## src/rtl/tod_pkg.sv

```systemverilog
package tod_pkg;
  localparam int ADDR_W = 5;
  localparam int DATA_W = 16;

  typedef enum logic [2:0] {
    FN_LOAD = 3'd0,
    FN_FREQ = 3'd1,
    FN_ADD  = 3'd2,
    FN_SUB  = 3'd3,
    FN_CAPT = 3'd4,
    FN_IDLE = 3'd7
  } fn_e;

  localparam logic [ADDR_W-1:0] A_CTRL    = 5'h00;
  localparam logic [ADDR_W-1:0] A_FUNC    = 5'h01;
  localparam logic [ADDR_W-1:0] A_STAT    = 5'h02;
  localparam logic [ADDR_W-1:0] A_STEP_NS = 5'h03;
  localparam logic [ADDR_W-1:0] A_STEP_FH = 5'h04;
  localparam logic [ADDR_W-1:0] A_STEP_FL = 5'h05;

  localparam int TRIG_BIT  = 0;
  localparam int FN_LSB    = 2;
  localparam int PHASE_BIT = 8;
  localparam int GROUP_WORDS = 7;
  localparam int FR_LO_IDX = 6;
endpackage

```

## src/rtl/tod_regs.sv

```systemverilog
module tod_regs import tod_pkg::*; #(
  parameter int SEC_W       = 48,
  parameter int NS_W        = 30,
  parameter int FR_W        = 32,
  parameter int STEP_NS_W   = 16,
  parameter int DEF_STEP_NS = 3
) (
  input  logic                 clk,
  input  logic                 rst,
  input  logic                 wr,
  input  logic [ADDR_W-1:0]    addr,
  input  logic [DATA_W-1:0]    wdata,
  input  logic                 ext_event,
  output logic                 run,
  output fn_e                  code,
  output logic                 fire,
  output logic [STEP_NS_W-1:0] step_ns,
  output logic [FR_W-1:0]      step_fr,
  output logic [SEC_W-1:0]     st_sec,
  output logic [NS_W-1:0]      st_ns,
  output logic [FR_W-1:0]      st_fr,
  output logic [DATA_W-1:0]    view
);
  logic                 phase_q;
  logic                 ev_q;
  logic [DATA_W-1:0]    step_hi_q, step_lo_q;
  logic [DATA_W-1:0]    stg [GROUP_WORDS];
  logic [3*DATA_W-1:0]  sec_cat;
  logic [2*DATA_W-1:0]  ns_cat, fr_cat, stepfr_cat;

  // staged load/adjust value, one register per 16-bit word
  for (genvar i = 0; i < GROUP_WORDS; i++) begin : g_stage
    always_ff @(posedge clk) begin
      if (rst) stg[i] <= '0;
      else if (wr && addr[4:3] == 2'b01 && addr[2:0] == 3'(i)) stg[i] <= wdata;
    end
  end

  always_ff @(posedge clk) begin
    if (rst) begin
      run       <= 1'b0;
      code      <= FN_IDLE;
      phase_q   <= 1'b0;
      fire      <= 1'b0;
      ev_q      <= 1'b0;
      step_ns   <= STEP_NS_W'(DEF_STEP_NS);
      step_hi_q <= '0;
      step_lo_q <= '0;
    end else begin
      ev_q <= ext_event;
      fire <= (wr && addr == A_FUNC && wdata[TRIG_BIT]) || (ext_event && !ev_q);
      if (wr) begin
        case (addr)
          A_CTRL:    run <= wdata[0];
          A_FUNC: begin
            code    <= fn_e'(wdata[FN_LSB +: 3]);
            phase_q <= wdata[PHASE_BIT];
          end
          A_STEP_NS: step_ns   <= wdata[STEP_NS_W-1:0];
          A_STEP_FH: step_hi_q <= wdata;
          A_STEP_FL: step_lo_q <= wdata;
          default: ;
        endcase
      end
    end
  end

  assign sec_cat    = {stg[0], stg[1], stg[2]};
  assign ns_cat     = {stg[3], stg[4]};
  assign fr_cat     = {stg[5], stg[6]};
  assign stepfr_cat = {step_hi_q, step_lo_q};
  assign st_sec  = sec_cat[SEC_W-1:0];
  assign st_ns   = ns_cat[NS_W-1:0];
  assign st_fr   = fr_cat[FR_W-1:0];
  assign step_fr = stepfr_cat[FR_W-1:0];

  always_comb begin
    view = '0;
    case (addr)
      A_CTRL:    view = DATA_W'(run);
      A_FUNC:    view = {7'b0, phase_q, 3'b0, code, 2'b0};
      A_STEP_NS: view = DATA_W'(step_ns);
      A_STEP_FH: view = step_hi_q;
      A_STEP_FL: view = step_lo_q;
      default:   if (addr[4:3] == 2'b01 && addr[2:0] != 3'd7) view = stg[addr[2:0]];
    endcase
  end

  // an event edge always fires, nothing masks it
  assert_ext_fire_R12: assert property (@(posedge clk) disable iff (rst)
    (ext_event && !ev_q) |=> fire);
  // the software trigger fires on the next cycle
  assert_sw_fire_R5: assert property (@(posedge clk) disable iff (rst)
    (wr && addr == A_FUNC && wdata[TRIG_BIT]) |=> fire);
endmodule

```

## src/rtl/tod_core.sv

```systemverilog
module tod_core import tod_pkg::*; #(
  parameter int SEC_W     = 48,
  parameter int NS_W      = 30,
  parameter int FR_W      = 32,
  parameter int STEP_NS_W = 16,
  parameter int NS_WRAP   = 1_000_000_000
) (
  input  logic                 clk,
  input  logic                 rst,
  input  logic                 run,
  input  logic                 fire,
  input  fn_e                  code,
  input  logic [STEP_NS_W-1:0] step_ns,
  input  logic [FR_W-1:0]      step_fr,
  input  logic [SEC_W-1:0]     st_sec,
  input  logic [NS_W-1:0]      st_ns,
  input  logic [FR_W-1:0]      st_fr,
  output logic [SEC_W-1:0]     cur_sec,
  output logic [NS_W-1:0]      cur_ns,
  output logic [FR_W-1:0]      cur_fr,
  output logic                 cap_stb
);
  localparam int NSX   = NS_W + 2;
  localparam int INC_W = STEP_NS_W + FR_W + 1;
  localparam logic [NSX-1:0] WRAP_X = NSX'(NS_WRAP);

  logic [FR_W-1:0]  adj_q;
  logic [INC_W-1:0] inc;
  logic [FR_W:0]    fr_t, a_fr, s_fr;
  logic [NSX-1:0]   ns_t, t_ns, a_ns, s_ns;
  logic [SEC_W-1:0] t_sec;
  logic             wrap_t, a_wrap, s_neg;
  logic [SEC_W-1:0] n_sec;
  logic [NS_W-1:0]  n_ns;
  logic [FR_W-1:0]  n_fr;

  // effective step: whole ns plus signed fraction plus signed correction
  assign inc = {1'b0, step_ns, {FR_W{1'b0}}}
             + {{(INC_W-FR_W){step_fr[FR_W-1]}}, step_fr}
             + {{(INC_W-FR_W){adj_q[FR_W-1]}}, adj_q};

  // one clock of advance
  assign fr_t   = {1'b0, cur_fr} + {1'b0, inc[FR_W-1:0]};
  assign ns_t   = NSX'(cur_ns) + NSX'(inc[INC_W-1:FR_W]) + NSX'(fr_t[FR_W]);
  assign wrap_t = ns_t >= WRAP_X;
  assign t_ns   = wrap_t ? ns_t - WRAP_X : ns_t;
  assign t_sec  = cur_sec + SEC_W'(wrap_t);

  // add staged value to the advanced time
  assign a_fr   = {1'b0, fr_t[FR_W-1:0]} + {1'b0, st_fr};
  assign a_ns   = t_ns + NSX'(st_ns) + NSX'(a_fr[FR_W]);
  assign a_wrap = a_ns >= WRAP_X;

  // subtract staged value from the advanced time
  assign s_fr  = {1'b0, fr_t[FR_W-1:0]} - {1'b0, st_fr};
  assign s_ns  = t_ns - NSX'(st_ns) - NSX'(s_fr[FR_W]);
  assign s_neg = s_ns[NSX-1];

  assign cap_stb = run && fire && code == FN_CAPT;

  always_comb begin
    n_sec = t_sec;
    n_ns  = NS_W'(t_ns);
    n_fr  = fr_t[FR_W-1:0];
    if (fire) begin
      case (code)
        FN_LOAD: begin
          n_sec = st_sec;
          n_ns  = st_ns;
          n_fr  = st_fr;
        end
        FN_ADD: begin
          n_sec = t_sec + st_sec + SEC_W'(a_wrap);
          n_ns  = NS_W'(a_wrap ? a_ns - WRAP_X : a_ns);
          n_fr  = a_fr[FR_W-1:0];
        end
        FN_SUB: begin
          n_sec = t_sec - st_sec - SEC_W'(s_neg);
          n_ns  = NS_W'(s_neg ? s_ns + WRAP_X : s_ns);
          n_fr  = s_fr[FR_W-1:0];
        end
        default: ;
      endcase
    end
  end

  always_ff @(posedge clk) begin
    if (rst || !run) begin
      cur_sec <= '0;
      cur_ns  <= '0;
      cur_fr  <= '0;
      adj_q   <= '0;
    end else begin
      cur_sec <= n_sec;
      cur_ns  <= n_ns;
      cur_fr  <= n_fr;
      if (fire && code == FN_FREQ) adj_q <= st_fr;
    end
  end

  assert_ns_range_R4: assert property (@(posedge clk) disable iff (rst)
    cur_ns < NS_W'(NS_WRAP));
  assert_sec_step_R4: assert property (@(posedge clk) disable iff (rst)
    (run && !fire) |=> (cur_sec == $past(cur_sec) || cur_sec == $past(cur_sec) + 1'b1));
  assert_hold_R2: assert property (@(posedge clk) disable iff (rst)
    !run |=> (cur_sec == '0 && cur_ns == '0 && cur_fr == '0));
  assert_load_R6: assert property (@(posedge clk) disable iff (rst)
    (run && fire && code == FN_LOAD) |=> (cur_ns == $past(st_ns) && cur_fr == $past(st_fr)));
endmodule

```

## src/rtl/tod_capture.sv

```systemverilog
module tod_capture import tod_pkg::*; #(
  parameter int SEC_W = 48,
  parameter int NS_W  = 30,
  parameter int FR_W  = 32
) (
  input  logic              clk,
  input  logic              rst,
  input  logic              cap,
  input  logic [SEC_W-1:0]  cur_sec,
  input  logic [NS_W-1:0]   cur_ns,
  input  logic [FR_W-1:0]   cur_fr,
  input  logic              rd,
  input  logic [ADDR_W-1:0] addr,
  output logic [1:0]        valid,
  output logic [DATA_W-1:0] view
);
  localparam int FULL_W = GROUP_WORDS * DATA_W;

  logic [FULL_W-1:0] snap;
  logic [FULL_W-1:0] full_arr [2];

  assign snap = {(3*DATA_W)'(cur_sec), (2*DATA_W)'(cur_ns), (2*DATA_W)'(cur_fr)};

  for (genvar b = 0; b < 2; b++) begin : g_bank
    logic              v_q;
    logic [FULL_W-1:0] full_q;
    logic              take, clr;
    assign take = cap && ((b == 0) ? !valid[0] : valid[0]);
    assign clr  = rd && addr[4] && addr[3] == 1'(b) && addr[2:0] == 3'(FR_LO_IDX);
    always_ff @(posedge clk) begin
      if (rst) begin
        v_q    <= 1'b0;
        full_q <= '0;
      end else begin
        if (take) full_q <= snap;
        if (take) v_q <= 1'b1;
        else if (clr) v_q <= 1'b0;
      end
    end
    assign valid[b]    = v_q;
    assign full_arr[b] = full_q;
  end

  always_comb begin
    view = '0;
    if (addr[2:0] != 3'd7)
      view = full_arr[addr[3]][FULL_W-1 - DATA_W*addr[2:0] -: DATA_W];
  end

  assert_fill_first_R10: assert property (@(posedge clk) disable iff (rst)
    (cap && !valid[0]) |=> valid[0]);
  assert_fill_second_R10: assert property (@(posedge clk) disable iff (rst)
    (cap && valid[0]) |=> (valid[0] && valid[1]));
  assert_clear_R11: assert property (@(posedge clk) disable iff (rst)
    (!cap && rd && addr == 5'h16) |=> !valid[0]);
endmodule

```

## src/rtl/tod_counter_top.sv

```systemverilog
module tod_counter_top import tod_pkg::*; #(
  parameter int SEC_W       = 48,
  parameter int NS_W        = 30,
  parameter int FR_W        = 32,
  parameter int STEP_NS_W   = 16,
  parameter int NS_WRAP     = 1_000_000_000,
  parameter int DEF_STEP_NS = 3
) (
  input  logic        clk,
  input  logic        rst,
  input  logic        reg_wr,
  input  logic        reg_rd,
  input  logic [4:0]  reg_addr,
  input  logic [15:0] reg_wdata,
  output logic [15:0] reg_rdata,
  input  logic        ext_event
);
  logic                 run, fire, cap_stb;
  fn_e                  code;
  logic [STEP_NS_W-1:0] step_ns;
  logic [FR_W-1:0]      step_fr, st_fr, cur_fr;
  logic [SEC_W-1:0]     st_sec, cur_sec;
  logic [NS_W-1:0]      st_ns, cur_ns;
  logic [DATA_W-1:0]    reg_view, bank_view;
  logic [1:0]           valid;

  tod_regs #(.SEC_W(SEC_W), .NS_W(NS_W), .FR_W(FR_W), .STEP_NS_W(STEP_NS_W),
             .DEF_STEP_NS(DEF_STEP_NS)) u_regs (
    .clk(clk), .rst(rst), .wr(reg_wr), .addr(reg_addr), .wdata(reg_wdata),
    .ext_event(ext_event), .run(run), .code(code), .fire(fire),
    .step_ns(step_ns), .step_fr(step_fr), .st_sec(st_sec), .st_ns(st_ns),
    .st_fr(st_fr), .view(reg_view));

  tod_core #(.SEC_W(SEC_W), .NS_W(NS_W), .FR_W(FR_W), .STEP_NS_W(STEP_NS_W),
             .NS_WRAP(NS_WRAP)) u_core (
    .clk(clk), .rst(rst), .run(run), .fire(fire), .code(code),
    .step_ns(step_ns), .step_fr(step_fr), .st_sec(st_sec), .st_ns(st_ns),
    .st_fr(st_fr), .cur_sec(cur_sec), .cur_ns(cur_ns), .cur_fr(cur_fr),
    .cap_stb(cap_stb));

  tod_capture #(.SEC_W(SEC_W), .NS_W(NS_W), .FR_W(FR_W)) u_cap (
    .clk(clk), .rst(rst), .cap(cap_stb), .cur_sec(cur_sec), .cur_ns(cur_ns),
    .cur_fr(cur_fr), .rd(reg_rd), .addr(reg_addr), .valid(valid),
    .view(bank_view));

  always_ff @(posedge clk) begin
    if (rst) reg_rdata <= '0;
    else if (reg_rd) begin
      if (reg_addr == A_STAT) reg_rdata <= DATA_W'(valid);
      else if (reg_addr[4])   reg_rdata <= bank_view;
      else                    reg_rdata <= reg_view;
    end
  end

  assert_status_R10: assert property (@(posedge clk) disable iff (rst)
    (reg_rd && reg_addr == A_STAT) |=> reg_rdata == 16'($past(valid)));
endmodule

```

## config.mk

```make
export PLATFORM = sky130hd
export DESIGN_NAME = tod_counter_top
export DESIGN_NICKNAME = d
export VERILOG_FILES = /design/src/rtl/tod_pkg.sv /design/src/rtl/tod_regs.sv /design/src/rtl/tod_core.sv /design/src/rtl/tod_capture.sv /design/src/rtl/tod_counter_top.sv
export SDC_FILE = /design/constraint.sdc
export NUM_CORES = 2
export LEC_CHECK = 0
export BUFFER_PORTS_ARGS = -buffer_cell sky130_fd_sc_hd__buf_4
export CORE_ASPECT_RATIO = 0.7
export CORE_UTILIZATION = 38
export DETAILED_ROUTE_END_ITERATION = 8
export HOLD_SLACK_MARGIN = 0.12
export PLACE_DENSITY_LB_ADDON = 0.25
export SETUP_SLACK_MARGIN = 0.5
export SYNTH_ARGS = -nofsm -noshare
export SYNTH_HDL_FRONTEND = slang
export SYNTH_SLANG_ARGS = --single-unit
```

## constraint.sdc

```tcl
create_clock -name clk -period 14.7 [get_ports clk]
set_input_delay 2.94 -clock clk [delete_from_list [all_inputs] [get_ports clk]]
set_output_delay 2.94 -clock clk [all_outputs]
set_load 0.005 [all_outputs]
```

Word level (Yosys, flattened, before mapping)
Memory sizes are Yosys's and may differ from the RTL's.
Cells that the tools add are included.
{"block": "op_classes", "n_addsub": 20, "n_lt_le_gt_ge": 3, "n_eq_ne": 17, "n_shift": 1, "mux": 51, "n_bitwise": 9, "n_reduce_logical": 37}
{"operator": "$mux W112", "count": 3}
{"operator": "$mux W16", "count": 11}
{"operator": "$pmux W48 S3", "count": 1}
{"operator": "$shiftx A127 B33 Y16", "count": 1}
{"operator": "$add A48 B1 Y48", "count": 2}
{"operator": "$pmux W32 S3", "count": 1}
{"operator": "$mux W30", "count": 3}
{"operator": "$pmux W30 S3", "count": 1}
{"operator": "$pmux W16 S5", "count": 1}
{"operator": "$add A32 B32 Y33", "count": 2}
{"operator": "$add A32 B1 Y32", "count": 2}
{"operator": "$ge A32 B30 Y1 const B", "count": 2}
{"operator": "$mux W32", "count": 2}
{"operator": "$add A48 B49 Y49", "count": 1}
{"operator": "$add A49 B49 Y49", "count": 1}
{"operator": "$add A48 B48 Y48", "count": 1}
{"operator": "$mux W48", "count": 1}
{"operator": "$sub A48 B1 Y48", "count": 1}
{"operator": "$sub A48 B48 Y48", "count": 1}
{"operator": "$sub A32 B32 Y33", "count": 1}
{"operator": "$add A32 B30 Y32", "count": 1}
{"operator": "$sub A32 B1 Y32", "count": 1}
{"operator": "$sub A32 B30 Y32", "count": 1}
{"operator": "$sub A32 B30 Y32 const B", "count": 1}
{"operator": "other kinds (24)", "count": 95}
{"block": "word_totals", "register_bits": 435, "mem_bits_rw": 112, "input_bits": 26, "output_inout_bits": 16, "word_cells": 156, "mem_count": 1}
{"memory": "u_regs.stg", "words": 7, "width": 16, "rd": 8, "rd_clocked_by_memory_dff": 0, "write_ports": 7, "line_no": "tod_regs.sv:27", "source": "logic [DATA_W-1:0] stg [GROUP_WORDS];"}

Logic depth before layout (Yosys ltp)
{"block": "logic_depth", "depth_word": 12, "depth_mapped": 73, "ltp_nobuf": 72}

Cells and area by module
Synthesis repeated with hierarchy kept, for this count alone.
{"block": "hier_totals", "hier_cells": 5663, "hier_area_um2": 45702.6}
{"mod": "tod_core", "n_inst": 1, "cells_each": 3693, "area_each_um2": 27246.1, "seq_area_each_um2": 2842.7}
{"mod": "tod_capture", "n_inst": 1, "cells_each": 1160, "area_each_um2": 9596.7, "seq_area_each_um2": 4444.3}
{"mod": "tod_regs", "n_inst": 1, "cells_each": 713, "area_each_um2": 7972.6, "seq_area_each_um2": 4464.3}
{"mod": "tod_counter_top", "n_inst": 1, "cells_each": 97, "area_each_um2": 887.1, "seq_area_each_um2": 320.3}

Least setup slack after synthesis
Ideal clock, no wire load.
{"block": "synth_timing", "path_type": "flip-flop to flip-flop", "start": "register u_regs.step_lo_q[1]", "end": "register u_core.cur_sec[23]", "setup_ns": 0.086, "arrival_time_ns": 14.753, "t_required_ns": 14.614, "slack_ns": -0.139, "stages_incl_launch_ff": 73, "path_buffers": 3, "period_less_slack_ns": 14.839, "path_cell_list": "dfxtp_1 ha_1 ha_1 inv_1 fa_1 nor2b_1 o21ai_0 a21boi_0 o21ai_0 a21boi_0 o32ai_1 o21ai_0 xor2_1 ha_1 a21oi_1 nor2_1 nor2_1 nand2_1 [37 not listed] fa_1 inv_1 ha_1 a211o_1 a21o_1 a21o_1 a2111oi_0 o31ai_1 a21o_1 a21oi_1 o21ai_0 a21o_1 a21o_1 a31oi_1 o21bai_1 mux2i_1 a21oi_1 a211oi_1"}
{"block": "synth_via", "elab_chain_len": 12, "word_cells_on_any_way": 22, "classes_between": "add/sub (17); order compare (2); mux (3)"}
{"item": "start: declaration", "line_no": "tod_regs.sv:26", "source": "logic [DATA_W-1:0] step_hi_q, step_lo_q;"}
{"item": "start signal: assignment", "line_no": "tod_regs.sv:61", "source": "A_STEP_FL: step_lo_q <= wdata;"}
{"item": "$add A48 B49 Y49 *", "line_no": "tod_core.sv:39", "source": "+ {{(INC_W-FR_W){step_fr[FR_W-1]}}, step_fr}"}
{"item": "$add A49 B49 Y49 *", "line_no": "tod_core.sv:40", "source": "+ {{(INC_W-FR_W){adj_q[FR_W-1]}}, adj_q};"}
{"item": "$add A32 B32 Y33 or $add A30 B17 Y31 (tied branches)", "line_no": "tod_core.sv:43, tod_core.sv:44"}
{"item": "$add A32 B1 Y32", "line_no": "tod_core.sv:44", "source": "assign ns_t = NSX'(cur_ns) + NSX'(inc[INC_W-1:FR_W]) + NSX'(fr_t[FR_W]);"}
{"item": "$sub A32 B30 Y32 or $ge A32 B30 Y1 (tied branches)", "line_no": "tod_core.sv:46, tod_core.sv:45"}
{"item": "$mux W32", "line_no": "tod_core.sv:46", "source": "assign t_ns = wrap_t ? ns_t - WRAP_X : ns_t;"}
{"item": "$add A32 B30 Y32", "line_no": "tod_core.sv:51", "source": "assign a_ns = t_ns + NSX'(st_ns) + NSX'(a_fr[FR_W]);"}
{"item": "$add A32 B1 Y32", "line_no": "tod_core.sv:51"}
{"item": "$ge A32 B30 Y1", "line_no": "tod_core.sv:52", "source": "assign a_wrap = a_ns >= WRAP_X;"}
{"item": "$add A48 B1 Y48", "line_no": "tod_core.sv:73", "source": "n_sec = t_sec + st_sec + SEC_W'(a_wrap);"}
{"item": "$pmux W48 S3", "line_no": "tod_core.sv:66", "source": "case (code)"}
{"item": "$mux W48 *", "line_no": "tod_core.sv:65", "source": "if (fire) begin"}
{"item": "end signal: assignment", "line_no": "tod_core.sv:94", "source": "cur_sec <= n_sec;"}
{"item": "end: declaration", "line_no": "tod_core.sv:18", "source": "output logic [SEC_W-1:0] cur_sec,"}
Mark *: on every way between the ends. The rest lies on a longest branch, timed or not.
A chain may end at the register's enable or synchronous reset.

Worst setup path after layout
{"block": "layout_timing", "start": "register u_regs.step_lo_q[1]", "end": "register u_core.cur_ns[29]"}
{"block": "layout_via", "elab_chain_len": 12, "word_cells_on_any_way": 21, "classes_between": "add/sub (14); order compare (2); mux (5)"}
{"item": "$add A48 B49 Y49 *", "line_no": "tod_core.sv:39"}
{"item": "$add A49 B49 Y49 *", "line_no": "tod_core.sv:40"}
{"item": "$add A32 B32 Y33 or $add A30 B17 Y31 (tied branches)", "line_no": "tod_core.sv:43, tod_core.sv:44"}
{"item": "$add A32 B1 Y32", "line_no": "tod_core.sv:44"}
{"item": "$sub A32 B30 Y32 or $ge A32 B30 Y1 (tied branches)", "line_no": "tod_core.sv:46, tod_core.sv:45"}
{"item": "$mux W32", "line_no": "tod_core.sv:46"}
{"item": "$sub A32 B30 Y32 or $add A32 B30 Y32 (tied branches)", "line_no": "tod_core.sv:56, tod_core.sv:51"}
{"item": "$sub A32 B1 Y32 or $add A32 B1 Y32 (tied branches)", "line_no": "tod_core.sv:56, tod_core.sv:51"}
{"item": "$add A30 B30 Y30, or another cell as far along", "line_no": "tod_core.sv:79", "source": "n_ns = NS_W'(s_neg ? s_ns + WRAP_X : s_ns);"}
{"item": "$mux W30 (on tied branches)", "line_no": "tod_core.sv:79, tod_core.sv:74"}
{"item": "$pmux W30 S3", "line_no": "tod_core.sv:66"}
{"item": "$mux W30 *", "line_no": "tod_core.sv:65"}
{"item": "end signal: assignment", "line_no": "tod_core.sv:95", "source": "cur_ns <= n_ns;"}
{"item": "end: declaration", "line_no": "tod_core.sv:19", "source": "output logic [NS_W-1:0] cur_ns,"}
Marked as above.

==> impl_summary.log <==
INFO  metric cts_buffer_depth = 3
INFO  metric worstPathMaxFanout = 5
INFO  metric relSlewSlack = 0.171
INFO  metric rsz0062_at_grt = yes
INFO  metric p_per_area = 71.8 nW/um^2
INFO  metric cts_tree = done
INFO  metric root_buffer = sky130_fd_sc_hd__clkbuf_16
INFO  metric synth_area_leaders = sky130_fd_sc_hd__dfxtp_1, sky130_fd_sc_hd__ha_1, sky130_fd_sc_hd__nand2_1
INFO  metric vias_in_the_first_global_route = 41069
INFO  metric synth_seq_area_share = 0.268
INFO  metric global_route_usage_over_all_layers = 0.290
INFO  metric number_of_flops_mapped_to_enable_cells_by_yosys = 112
INFO  metric placement.io_buffers = 41
INFO  metric critPathMaxStageDelay = 540 ps
INFO  metric post-route-drc-count = 0
INFO  metric criticalPathCategory = reg -> reg
INFO  metric place_ws = -1010 ps
INFO  metric detailedRoute.firstPassIterationCount = 7
INFO  metric finalHoldViolCount = 0
INFO  metric power_switching_share = 0.306
INFO  metric mappedNetlistNets = 6139
INFO  metric fin_max_slew_vios = 0
INFO  metric layout-area-overhead-vs-synth = 20.3%
INFO  metric globalRouteOverflowTotal = 0
INFO  metric synthesis.yosys.warnings = 0
INFO  metric critical_path.top_delay_family = buffers and inverters
INFO  metric drt-initial-drc-count = 5382
INFO  metric postCtsHoldBufs = 0
INFO  metric cts.reportedPaths.clkPinSlew = 60 ps
INFO  metric fin_nets = 6539
INFO  metric min_path_type = reg -> reg
INFO  metric post_drt_via_cell_ratio = 5.92
INFO  metric worst-endpoint-required = 15250 ps
INFO  metric cts.sinks = 547
INFO  metric switchingPower = 0.00119 W
INFO  metric initial_utilization = 0.384
INFO  metric worst_slack = 282 ps
INFO  metric cp.depth = 93
INFO  metric internal-power = 0.00270 W
INFO  metric die_outline_width = 414 um
INFO  metric grt_max_degree = 193
INFO  metric post-synth-top-count-cell = sky130_fd_sc_hd__nand2_1
INFO  metric fin_skew = 70.1 ps
INFO  metric grt_first_pass_wirelength = 266000 um
INFO  metric rr_endpoint = u_core.cur_ns[29]$_SDFF_PP0_
INFO  metric r2r_slack = 280 ps
INFO  metric critical_path.startpoint = u_regs.step_lo_q[1]$_SDFFE_PP0P_
INFO  metric area_of_the_multi_input_gates = 32000 um^2
INFO  metric finalWeightedCongestion = 1.01
INFO  metric drt-wirelength-per-cell = 23.7 um
INFO  metric period_utilisation_layout = 0.981
INFO  metric synth.largest_area_cell = sky130_fd_sc_hd__dfxtp_1
INFO  metric critPathMostFrequentCell = sky130_fd_sc_hd__buf_4
INFO  metric drtAntennaViolNets = 0
INFO  metric coreArea = 117000 um^2
INFO  metric pwr-share-comb = 0.185
INFO  metric area.sequential = 12100 um^2
INFO  metric site_rows = 105
INFO  metric peakVddDrop = 0.114 mV
INFO  metric synth_cell_type_count = 101
INFO  metric drt-total-wl = 181000 um
INFO  metric layout_cells_excl_fill = 7656
INFO  metric worst_setup_path_end_kind = flip-flop
INFO  metric pin_count = 42
INFO  metric synth-seq-cells = 547
INFO  metric crit_slowest_cell = sky130_fd_sc_hd__or4_4
INFO  metric timing.rr.start = u_regs.step_lo_q[1]$_SDFFE_PP0P_
INFO  metric number_of_buffers_inserted_during_clock_tree_synthesis = 57
INFO  metric r2r.worst_path.cells = 93
INFO  metric post_route_cells_drive_above_1_share = 0.178
INFO  metric chipHeight = 290 um
INFO  metric power_leakage = 23.1 nW
INFO  metric synth_flop_cell = sky130_fd_sc_hd__dfxtp_1
INFO  metric crit_end = u_core.cur_ns[29]$_SDFF_PP0_
INFO  metric cp.arrival = 14960 ps
INFO  metric period_minus_slack = 14420 ps
INFO  metric htreeDepth = 2
INFO  metric setup_viol = 0
INFO  metric worst-slew-pin-transition = 1210 ps
INFO  metric hpwlAfterDp = 137000 um
INFO  metric detailroute.via_count = 45325
INFO  metric synth_top_area_frac = 0.193
INFO  metric async_flop_share = 0
INFO  metric cap_viol_max_count = 0
INFO  metric share_seq_of_total_power = 0.412
INFO  metric start_kind = flip-flop
INFO  metric die_area = 120000 um^2
INFO  metric syn-cell-area = 45100 um^2
INFO  metric worst_path_buf_inv = 43
INFO  metric achievable-frequency = 69.4 MHz
INFO  metric ys_top_cells_by_count = sky130_fd_sc_hd__nand2_1, sky130_fd_sc_hd__a21oi_1, sky130_fd_sc_hd__dfxtp_1
INFO  metric insertion_delay = 690 ps
INFO  metric grt_antenna_before_repair = 6
INFO  metric num_antenna_cells = 0
INFO  metric status = finished clean
INFO  metric syn-mean-instance-area = 7.96 um^2
INFO  metric synth_cells = 5658
INFO  metric power = 0.00389 W
INFO  metric fillerInstances = 11609
INFO  metric power_frac_clock = 0.403
INFO  metric dp_cells = 7452
worst reg2reg max path: cells and delay by family, from the launching register on:
kind	cells	cell delay [ps]
flops	1	340
compound gates	21	3330
fa+ha+maj	7	1860
simple gates	19	3110
xor+xnor	3	420
buf+inv	43	5220
layer usage:
metal  wire, um  GRT usage
met4       4130     0.0614
met3      21900     0.0857
met2      68500      0.374
met1      86500      0.457
met5        157    0.00842
what timing repair did:
action / CTS / global route
resized for setup: 110 / 170
pin swaps: 64 / 164
buffers inserted: 53 / 45
setup endpoints to repair: 41 / 41
per-stage QoR:
stage	setup TNS, ps	hold slack [ps]	util	area, um^2
floorplan	0	433	-	45100
global placement	-11140	440	0.427	50100
detailed placement	-23030	443	0.427	50100
CTS	0	452	0.452	53100
global route	-2420	463	0.462	54200
finish	0	451	0.462	54200
state kept, by name, indices dropped and copies added, names as in the netlist:
signal and flops:
reg_rdata 16, u_cap.g_bank.full_q 220, u_cap.g_bank.v_q 2, u_core.adj_q 32, u_core.cur_fr 32, u_core.cur_ns 30
u_core.cur_sec 48, u_regs.code 3, u_regs.ev_q 1, u_regs.fire 1, u_regs.phase_q 1, u_regs.run 1
u_regs.step_hi_q 16, u_regs.step_lo_q 16, u_regs.step_ns 16, u_regs.stg 112
placed cells by master, fill, tap and decap left out, drive strengths merged, types with 89 or more instances in the layout:
cell type,n
a21o,125
nor2,283
buf,658
a21oi,670
nand3,115
and3,154
dfxtp,435
xor2,113
a221oi,119
edfxtp,112
o21ai,224
nor3,89
inv,327
xnor2,253
nand2,910
ha,425
logic make-up (layout without fill, tap and decap cells):
kind of cell	count (synthesis)	count (layout)	synth area share
compound gates	1634	1634	0.232
buf+inv	634	1081	0.0536
fa+ha+maj	459	459	0.132
simple gates	1866	1866	0.191
mux	151	151	0.0512
other cells	1	1	0.0000832
xor+xnor	366	366	0.0717
flops	547	547	0.268
worst min-delay path by stage:
| stage | start | to | slack (ps) | depth (start not counted) |
|---|---|---|---|---|
| floorplan | u_cap.g_bank[1].full_q[30]$_SDFFE_PP0P_ | u_cap.g_bank[1].full_q[30]$_SDFFE_PP0P_ | 430 | 2 |
| global placement | u_cap.g_bank[1].full_q[66]$_SDFFE_PP0P_ | u_cap.g_bank[1].full_q[66]$_SDFFE_PP0P_ | 440 | 2 |
| detailed placement | u_cap.g_bank[1].full_q[73]$_SDFFE_PP0P_ | u_cap.g_bank[1].full_q[73]$_SDFFE_PP0P_ | 440 | 2 |
| CTS | u_cap.g_bank[1].full_q[73]$_SDFFE_PP0P_ | u_cap.g_bank[1].full_q[73]$_SDFFE_PP0P_ | 450 | 2 |
| global route | u_cap.g_bank[0].full_q[68]$_SDFFE_PP0P_ | u_cap.g_bank[0].full_q[68]$_SDFFE_PP0P_ | 460 | 2 |
| finish | u_cap.g_bank[1].full_q[73]$_SDFFE_PP0P_ | u_cap.g_bank[1].full_q[73]$_SDFFE_PP0P_ | 450 | 2 |
area by class of cell:
type / instances / area share
tap: 1551 / 0.0358
sequential: 547 / 0.223
clock inverter: 26 / 0.00563
multi-input combinational: 4477 / 0.590
clock buffer: 80 / 0.0305
timing repair buffer: 658 / 0.0930
inverter: 317 / 0.0221
power groups by stage:
stage / logic (W) / registers, W / clock network, W
finish: 0.000721 / 0.00160 / 0.00157
global route: 0.000771 / 0.00160 / 0.00163
CTS: 0.000669 / 0.00160 / 0.00157
detailed placement: 0.000633 / 0.00163 / 0
global placement: 0.000631 / 0.00163 / 0
floorplan: 0.000422 / 0.00160 / 0
Note: power is estimated with default switching activity, not from simulation.
